===== src/rtl/zcf_pkg.sv =====
package zcf_pkg;
    // Side effects decoded from one cycle of strobes
    typedef struct packed {
        logic set_flag;
        logic clr_flag;
        logic cnt_clr;
        logic cnt_inc;
    } zcf_evt_t;
endpackage


===== src/rtl/zcf_sync.sv =====
module zcf_sync #(
    parameter int STAGES = 2
) (
    input  logic clk,
    input  logic rst_n,
    input  logic async_in,
    output logic rise_o
);
    localparam int CHAIN_W = STAGES + 1;

    typedef struct packed {
        logic [CHAIN_W-1:0] chain;
    } sync_t;

    sync_t s_d, s_q;

    always_comb begin
        s_d = s_q;
        s_d.chain[0] = async_in;
        for (int i = 1; i < CHAIN_W; i++) begin
            s_d.chain[i] = s_q.chain[i-1];
        end
    end

    always_ff @(posedge clk or negedge rst_n) begin
        if (!rst_n) s_q <= '0;
        else        s_q <= s_d;
    end

    // last synchronized stage high, history stage low
    assign rise_o = s_q.chain[STAGES-1] & ~s_q.chain[STAGES];
endmodule


===== src/rtl/zcf_sat_counter.sv =====
module zcf_sat_counter #(
    parameter int W = 8
) (
    input  logic         clk,
    input  logic         rst_n,
    input  logic         inc,
    input  logic         clr,
    output logic [W-1:0] cnt
);
    localparam logic [W-1:0] CNT_MAX = {W{1'b1}};

    typedef struct packed {
        logic [W-1:0] value;
    } cnt_t;

    cnt_t c_d, c_q;

    always_comb begin
        c_d = c_q;
        if (clr)                         c_d.value = '0;
        else if (inc && c_q.value != CNT_MAX) c_d.value = c_q.value + 1'b1;
    end

    always_ff @(posedge clk or negedge rst_n) begin
        if (!rst_n) c_q <= '0;
        else        c_q <= c_d;
    end

    assign cnt = c_q.value;
endmodule


===== src/rtl/zcf_status_reg.sv =====
module zcf_status_reg #(
    parameter int DATA_W      = 8,
    parameter int CNT_W       = 8,
    parameter int SYNC_STAGES = 2
) (
    input  logic              clk,
    input  logic              rst_n,
    input  logic              zc_in,
    input  logic              irq_tick,
    input  logic              wr_en,
    input  logic [DATA_W-1:0] wr_data,
    input  logic              rd_en,
    output logic [DATA_W-1:0] rd_data,
    output logic [CNT_W-1:0]  irq_count
);
    import zcf_pkg::*;

    localparam int STORE_W = DATA_W - 1;

    typedef struct packed {
        logic               flag;
        logic [STORE_W-1:0] store;
    } reg_t;

    reg_t     r_d, r_q;
    zcf_evt_t evt;
    logic     zc_rise;
    logic     unused_wr_msb;

    assign unused_wr_msb = wr_data[DATA_W-1];

    zcf_sync #(.STAGES(SYNC_STAGES)) u_sync (
        .clk      (clk),
        .rst_n    (rst_n),
        .async_in (zc_in),
        .rise_o   (zc_rise)
    );

    always_comb begin
        evt.set_flag = zc_rise;
        evt.clr_flag = rd_en;
        evt.cnt_clr  = rd_en & r_q.flag;
        evt.cnt_inc  = irq_tick;

        r_d = r_q;
        if (evt.set_flag)      r_d.flag = 1'b1;
        else if (evt.clr_flag) r_d.flag = 1'b0;
        if (wr_en)             r_d.store = wr_data[STORE_W-1:0];
    end

    always_ff @(posedge clk or negedge rst_n) begin
        if (!rst_n) r_q <= '0;
        else        r_q <= r_d;
    end

    zcf_sat_counter #(.W(CNT_W)) u_cnt (
        .clk   (clk),
        .rst_n (rst_n),
        .inc   (evt.cnt_inc),
        .clr   (evt.cnt_clr),
        .cnt   (irq_count)
    );

    assign rd_data = {r_q.flag, r_q.store};
endmodule


===== config.mk =====
export PLATFORM = sky130hd
export DESIGN_NAME = zcf_status_reg
export DESIGN_NICKNAME = d
export VERILOG_FILES = /design/src/rtl/zcf_pkg.sv /design/src/rtl/zcf_sync.sv /design/src/rtl/zcf_sat_counter.sv /design/src/rtl/zcf_status_reg.sv
export SDC_FILE = /design/constraint.sdc
export NUM_CORES = 1
export LEC_CHECK = 0
export ABC_AREA = 1
export BUFFER_PORTS_ARGS = -buffer_cell sky130_fd_sc_hd__buf_2
export CORE_UTILIZATION = 26
export DETAILED_ROUTE_END_ITERATION = 7
export HOLD_SLACK_MARGIN = 0.03
export SLEW_MARGIN = 20
export SYNTH_ARGS = -nofsm -noshare
export SYNTH_HDL_FRONTEND = slang
export SYNTH_HIERARCHICAL = 1
export SYNTH_SLANG_ARGS = --single-unit

===== constraint.sdc =====
create_clock -name clk -period 1.2 [get_ports clk]
set_input_delay 0.06 -clock clk [delete_from_list [all_inputs] [get_ports clk]]
set_output_delay 0.06 -clock clk [all_outputs]
set_load 0.02 [all_outputs]

---- Word level (Yosys, flattened, before mapping) ----
Cells that the tools add are included.
word-level totals
  output and inout port bits .............. 16
  bits of input ports ..................... 14
  flip-flop bits (word level) ............. 19
  word-level logic and storage cells ...... 16
operators by class
  bitwise operators ....................... 3
  mux-type cells .......................... 4
  equality and inequality tests ........... 1
  add/subtract/negate cells ............... 1
  reduce and logical (&&, ||, !) cells .... 3
operators by type and width
  operator                                                        number
  8-bit two-way mux                                               2
  8-bit by 1-bit adder with 8-bit output (second input constant)  1
  8-bit inequality test (second input constant)                   1
  2-bit nonzero test                                              2
  1-bit AND                                                       2
  1-bit two-way mux                                               2
  1-bit logical AND                                               1
  1-bit NOT                                                       1

---- Longest topological paths before layout ----
  depth after elaboration ................. 4
  gate-level depth with buffers ........... 9
  mapped depth without buffers ............ 9

---- Cells and area by module ----
The synthesis kept the hierarchy.
modules (own cells, without submodules)
  module           instances  cells each  sequential area each (µm²)  area an instance (µm²)
  zcf_sat_counter  1          74          200.2                       511.7
  zcf_status_reg   1          37          200.2                       316.6
  zcf_sync         1          5           75.1                        85.1

---- Worst setup path after synthesis ----
Ideal clock, no wire load.
  kind .................................... flip-flop to flip-flop
  from .................................... register u_cnt.c_q, in the netlist u_cnt/cnt[0]
  to ...................................... register u_cnt.c_q, in the netlist u_cnt/cnt[7]
  clock period less this slack ............ 1.363 ns
  required time ........................... 1.087 ns
  cell stages (with the launch flop) ...... 8
  path slack .............................. -0.163 ns
  setup time .............................. 0.113 ns
  path buffers ............................ 0
  arrival time ............................ 1.250 ns
  cells stage by stage .................... dfrtp_1 ha_1 nand2_2 nor2_2 a21oi_1 nand3_1 nand2_1 inv_1
on the way
  longest elaborated chain between the ends .. 3
  elaborated cells on any way between the ends .. 6
  classes of those cells .................. add/sub: 1; eq/ne: 1; mux: 2; reduce/logical: 2
ends and longest elaborated chain
  element                                                                                 line                   source
  start, declared                                                                         zcf_sat_counter.sv:16  cnt_t c_d, c_q;
  start signal, assigned                                                                  zcf_sat_counter.sv:25  if (!rst_n) c_q <= '0;
  start signal, assigned                                                                  zcf_sat_counter.sv:26  else c_q <= c_d;
  8-bit by 1-bit adder with 8-bit output / 8-bit inequality test (equally long branches)  zcf_sat_counter.sv:21  else if (inc && c_q.value != CNT_MAX) c_d.value = c_q.value + 1'b1;
  8-bit two-way mux / 1-bit logical AND (equally long branches)                           zcf_sat_counter.sv:21
  8-bit two-way mux / 2-bit nonzero test (equally long branches)                          -
Several ways; a longest one is shown, not always the timed one. The select of a mux whose other input is x is not followed.
A chain may end at the register's enable or synchronous reset.

---- Worst setup path in the final report ----
  from .................................... register u_cnt.c_q, in the netlist u_cnt/cnt[1]
  to ...................................... register u_cnt.c_q, in the netlist u_cnt/cnt[3]
The elaborated chain is that of the path after synthesis.

==> impl_table.tex <==
\begin{tabular}{lr}
\hline
Metric & Value \\
\hline
\multicolumn{2}{l}{\textbf{Run status}} \\
Status & finished, violations left \\
Violated checks & setup timing \\
\multicolumn{2}{l}{\textbf{Worst setup path}} \\
Slowest cell on the critical path & sky130\_fd\_sc\_hd\_\_dfrtp\_2 \\
Buffers \& Inverters on Critical Path & 1 \\
CP Class & flop to flop \\
Maximum net fanout on the critical path & 6 \\
Slack of the worst reg-to-reg path & -0.04 ns \\
CP startpoint kind & flop \\
Cell count of the worst reg-to-reg path & 9 \\
Worst Setup End Kind & flop \\
Required time at the worst-slack endpoint & 1.39 ns \\
Critical path cell sequence & ha\_4 -> nand2\_4 -> nor2\_4 -> nand2\_2 -> nand2\_2 -> nand2\_4 -> clkinv\_4 -> nand2\_1 -> nand2\_1 \\
Critical R2R Capture & u\_cnt/cnt[3]\$\_DFFE\_PN0P\_ \\
Reg2Reg Launch Point & u\_cnt/cnt[1]\$\_DFFE\_PN0P\_ \\
Arrival time at the worst endpoint & 1.43 ns \\
Cell family contributing the most delay on the critical path & simple AND/OR/NAND/NOR gates \\
Critical path's largest stage delay & 0.44 ns \\
\multicolumn{2}{l}{\textbf{Layout}} \\
Layout cells sized above 1 & 37.3\% \\
Antenna cells & 0 \\
Post-Route Utilization & 40.2\% \\
Area of the multi-input gates & 413 sq um \\
Growth of design area from synthesis to finish & 47.9\% \\
Most common cell after layout, fill and taps aside & sky130\_fd\_sc\_hd\_\_nand2\_1 \\
Filler instances & 357 \\
Fin cells & 212 \\
Highest-count cells in the layout ignoring fill and taps & sky130\_fd\_sc\_hd\_\_nand2\_1, sky130\_fd\_sc\_hd\_\_buf\_2, sky130\_fd\_sc\_hd\_\_dfrtp\_1, sky130\_fd\_sc\_hd\_\_inv\_1, sky130\_fd\_sc\_hd\_\_dlygate4sd3\_1 \\
FF+latch area & just under 500 sq um \\
Final \#Nets & 182 \\
\multicolumn{2}{l}{\textbf{Timing}} \\
Hold violation count in the final report & 0 \\
Setup Skew & 0.00550 ns \\
Tmin final & roughly 1.2 ns \\
Number of pins exceeding their max-slew limit in the final report & 0 \\
Period utilization & 103\% \\
RSZ-0062 raised after global routing & true \\
Setup WS post-layout & -0.0404 ns \\
Tightest Pin Transition & 0.408 ns \\
FMAX & 0.806 GHz \\
Final setup vio count & 6 \\
Worst rel slew slack & 72.8\% \\
\multicolumn{2}{l}{\textbf{Hold path}} \\
Hold Crit Depth & 3 \\
Worst min-delay path startpoint & wr\_en \\
Classification of the worst-slack hold path & input pin to flop \\
Hold Crit Endpoint & rd\_data[2]\$\_DFFE\_PN0P\_ \\
\multicolumn{2}{l}{\textbf{Placed design}} \\
Weighted congestion reported at the end of routability-driven placement & 0.884 \\
Detailed-placement wirelength estimate & 1470 um \\
Count of input and output buffers & 28 \\
\# placed instances & just under 200 \\
\multicolumn{2}{l}{\textbf{Synthesis}} \\
Yosys cell types & 17 \\
Proportion of synthesized chip area in sequential cells & 52.1\% \\
Average cell area after synthesis & about 7.9 sq um \\
Cells after Synth & 116 \\
Cell area after synthesis & 913 sq um \\
Synthesis Warnings & 6 \\
Yosys reg bits & 19 \\
Post-Synthesis Net Count & 131 \\
\multicolumn{2}{l}{\textbf{Route}} \\
Drt first-iter violations & 15 \\
Post-detailed-routing wire length & 2010 um \\
Routed vias/inst & 4.16 \\
Final antenna-violating net count & 0 \\
Drt first pass iters & 4 \\
Remaining design rule violation count & 0 \\
WL/cell & between 9 and 10 um \\
Number of vias in the routed layout & $\sim$880 \\
\multicolumn{2}{l}{\textbf{Run}} \\
Max-Cap Viols & 0 \\
\multicolumn{2}{l}{\textbf{Global routing}} \\
Antenna violations before repair & 0 \\
Vias in the first global route & around 870 \\
Maximum number of pins on one net before global-route repair & 20 \\
Total global routing track utilization & between 10\% and 20\% \\
Global-route congestion overflow total & 0 \\
First-pass GRT wire length & 3390 um \\
\multicolumn{2}{l}{\textbf{Clocking}} \\
Total CTS buffers & 3 \\
Buffer levels on the longest clock path & 2 \\
Clock latency at the later pin of the worst-skew pair & 0.28 ns \\
Clock-pin slew on the worst setup and hold paths & 0.10 ns \\
Clock sink count & 19 \\
Clock tree from TritonCTS & built \\
Cell chosen for the clock root & sky130\_fd\_sc\_hd\_\_clkbuf\_4 \\
Number of levels in the clock H-tree & 1 \\
\multicolumn{2}{l}{\textbf{Power and ir drop}} \\
Power density cells & 1210 nW/um\^{}2 \\
Max IR drop VDD & around 0.00063 V \\
Total Power Consumption & 1.63 mW \\
Standby leakage power & just over 0.7 nW \\
\multicolumn{2}{l}{\textbf{Die}} \\
Core outline area & 3360 sq um \\
Total Die Area & about 3800 sq um \\
I/O pin cnt & 30 \\
Width of the die & 61.3 um \\
Site Rows & 21 \\
Die outline height & 61.3 um \\
Starting density of the core & 27.2\% \\
\hline
\end{tabular}
-- repair_timing --
item                                   CTS  global route
setup endpoints to repair                7             8
endpoints found under the hold margin   28             0
buffers inserted                         2             1
hold buffers                            10             0
pin swaps                                4             1
resized for setup                        4             6
-- synthesized netlist by cell type (all sizes together) --
| cell | instances | area share (%) |
|---|---|---|
| a21oi | 5 | 3.2 |
| buf | 1 | 1.2 |
| clkinv | 1 | 0.96 |
| dfrtp | 19 | 52 |
| ha | 1 | 1.4 |
| inv | 15 | 6.2 |
| nand2 | 52 | 23 |
| nand3 | 9 | 4.9 |
| nor2 | 8 | 4.1 |
| nor3 | 2 | 1.1 |
| o21ai | 1 | 0.55 |
| o21bai | 2 | 1.6 |
-- final cells by class --
class / instances / share of cell area (%)
Multi-Input combinational cell: 80 / 30.6
Tap cell: 46 / 4.26
Clock buffer: 3 / 1.67
Clock inverter: 1 / 0.370
Timing Repair Buffer: 47 / 22.8
Sequential cell: 19 / 35.6
Inverter: 16 / 4.81
-- worst max path at each step --
stage / from / end / cells after the start
2_1_floorplan: u_cnt/cnt[1]$_DFFE_PN0P_ / u_cnt/cnt[3]$_DFFE_PN0P_ / 9
3_3_place_gp: u_cnt/cnt[0]$_DFFE_PN0P_ / u_cnt/cnt[7]$_DFFE_PN0P_ / 7
3_5_place_dp: u_cnt/cnt[0]$_DFFE_PN0P_ / u_cnt/cnt[7]$_DFFE_PN0P_ / 7
4_1_cts: u_cnt/cnt[0]$_DFFE_PN0P_ / u_cnt/cnt[2]$_DFFE_PN0P_ / 9
5_1_grt: u_cnt/cnt[1]$_DFFE_PN0P_ / u_cnt/cnt[5]$_DFFE_PN0P_ / 6
6_report: u_cnt/cnt[1]$_DFFE_PN0P_ / u_cnt/cnt[3]$_DFFE_PN0P_ / 9
-- metal layers --
metal / share of wire [%] / global-route usage, % / vias to the layer above / wire length, um
li1: - / - / 456 / -
met1: 40 / 12.9 / 401 / 803
met2: 56 / 23.3 / 22 / 1120
met3: 3.9 / 1.89 / 2 / 79
met4: 0.30 / 5.19 / 0 / 6
met5: 0 / 0 / - / 0
-- where the power goes --
part | internal, mW | switching, mW | total (mW)
Sequential | 0.720 | 0.0779 | 0.798
Clock | 0.124 | 0.174 | 0.298
Combinational | 0.238 | 0.300 | 0.537
-- cells by family after synthesis --
group           synth area share (%)
simple gates                    32.9
flops                           52.1
buf+inv                         8.36
compound gates                  5.34
fa+ha+maj                       1.37
-- worst register-to-register path, cell delays in order, from the launching register on --
cell,delay (ns)
sky130_fd_sc_hd__dfrtp_2,0.44
sky130_fd_sc_hd__ha_4,0.18
sky130_fd_sc_hd__nand2_4,0.08
sky130_fd_sc_hd__nor2_4,0.05
sky130_fd_sc_hd__nand2_2,0.06
sky130_fd_sc_hd__nand2_2,0.06
sky130_fd_sc_hd__nand2_4,0.10
sky130_fd_sc_hd__clkinv_4,0.08
sky130_fd_sc_hd__nand2_1,0.06
sky130_fd_sc_hd__nand2_1,0.05
-- through the flow --
step	area, sq um	hold WS (ns)	setup WS (ns)	TNS, ns
after detailed placement	1170	0.0177	-0.0945	-0.298
after CTS	1330	0.0335	-0.0480	-0.259
after floorplan	937	-0.236	-0.0493	-0.249
after global placement	1170	0.0167	-0.0423	-0.220
final	1350	0.0597	-0.0404	-0.192
after global routing	1350	0.0561	-0.120	-0.844
-- state kept, by name, indices dropped and copies added (netlist names) --
register	cells
rd_data	8
u_sync/s_q	3
u_cnt/cnt	8
No activity file was read; power rests on OpenSTA's default activity.
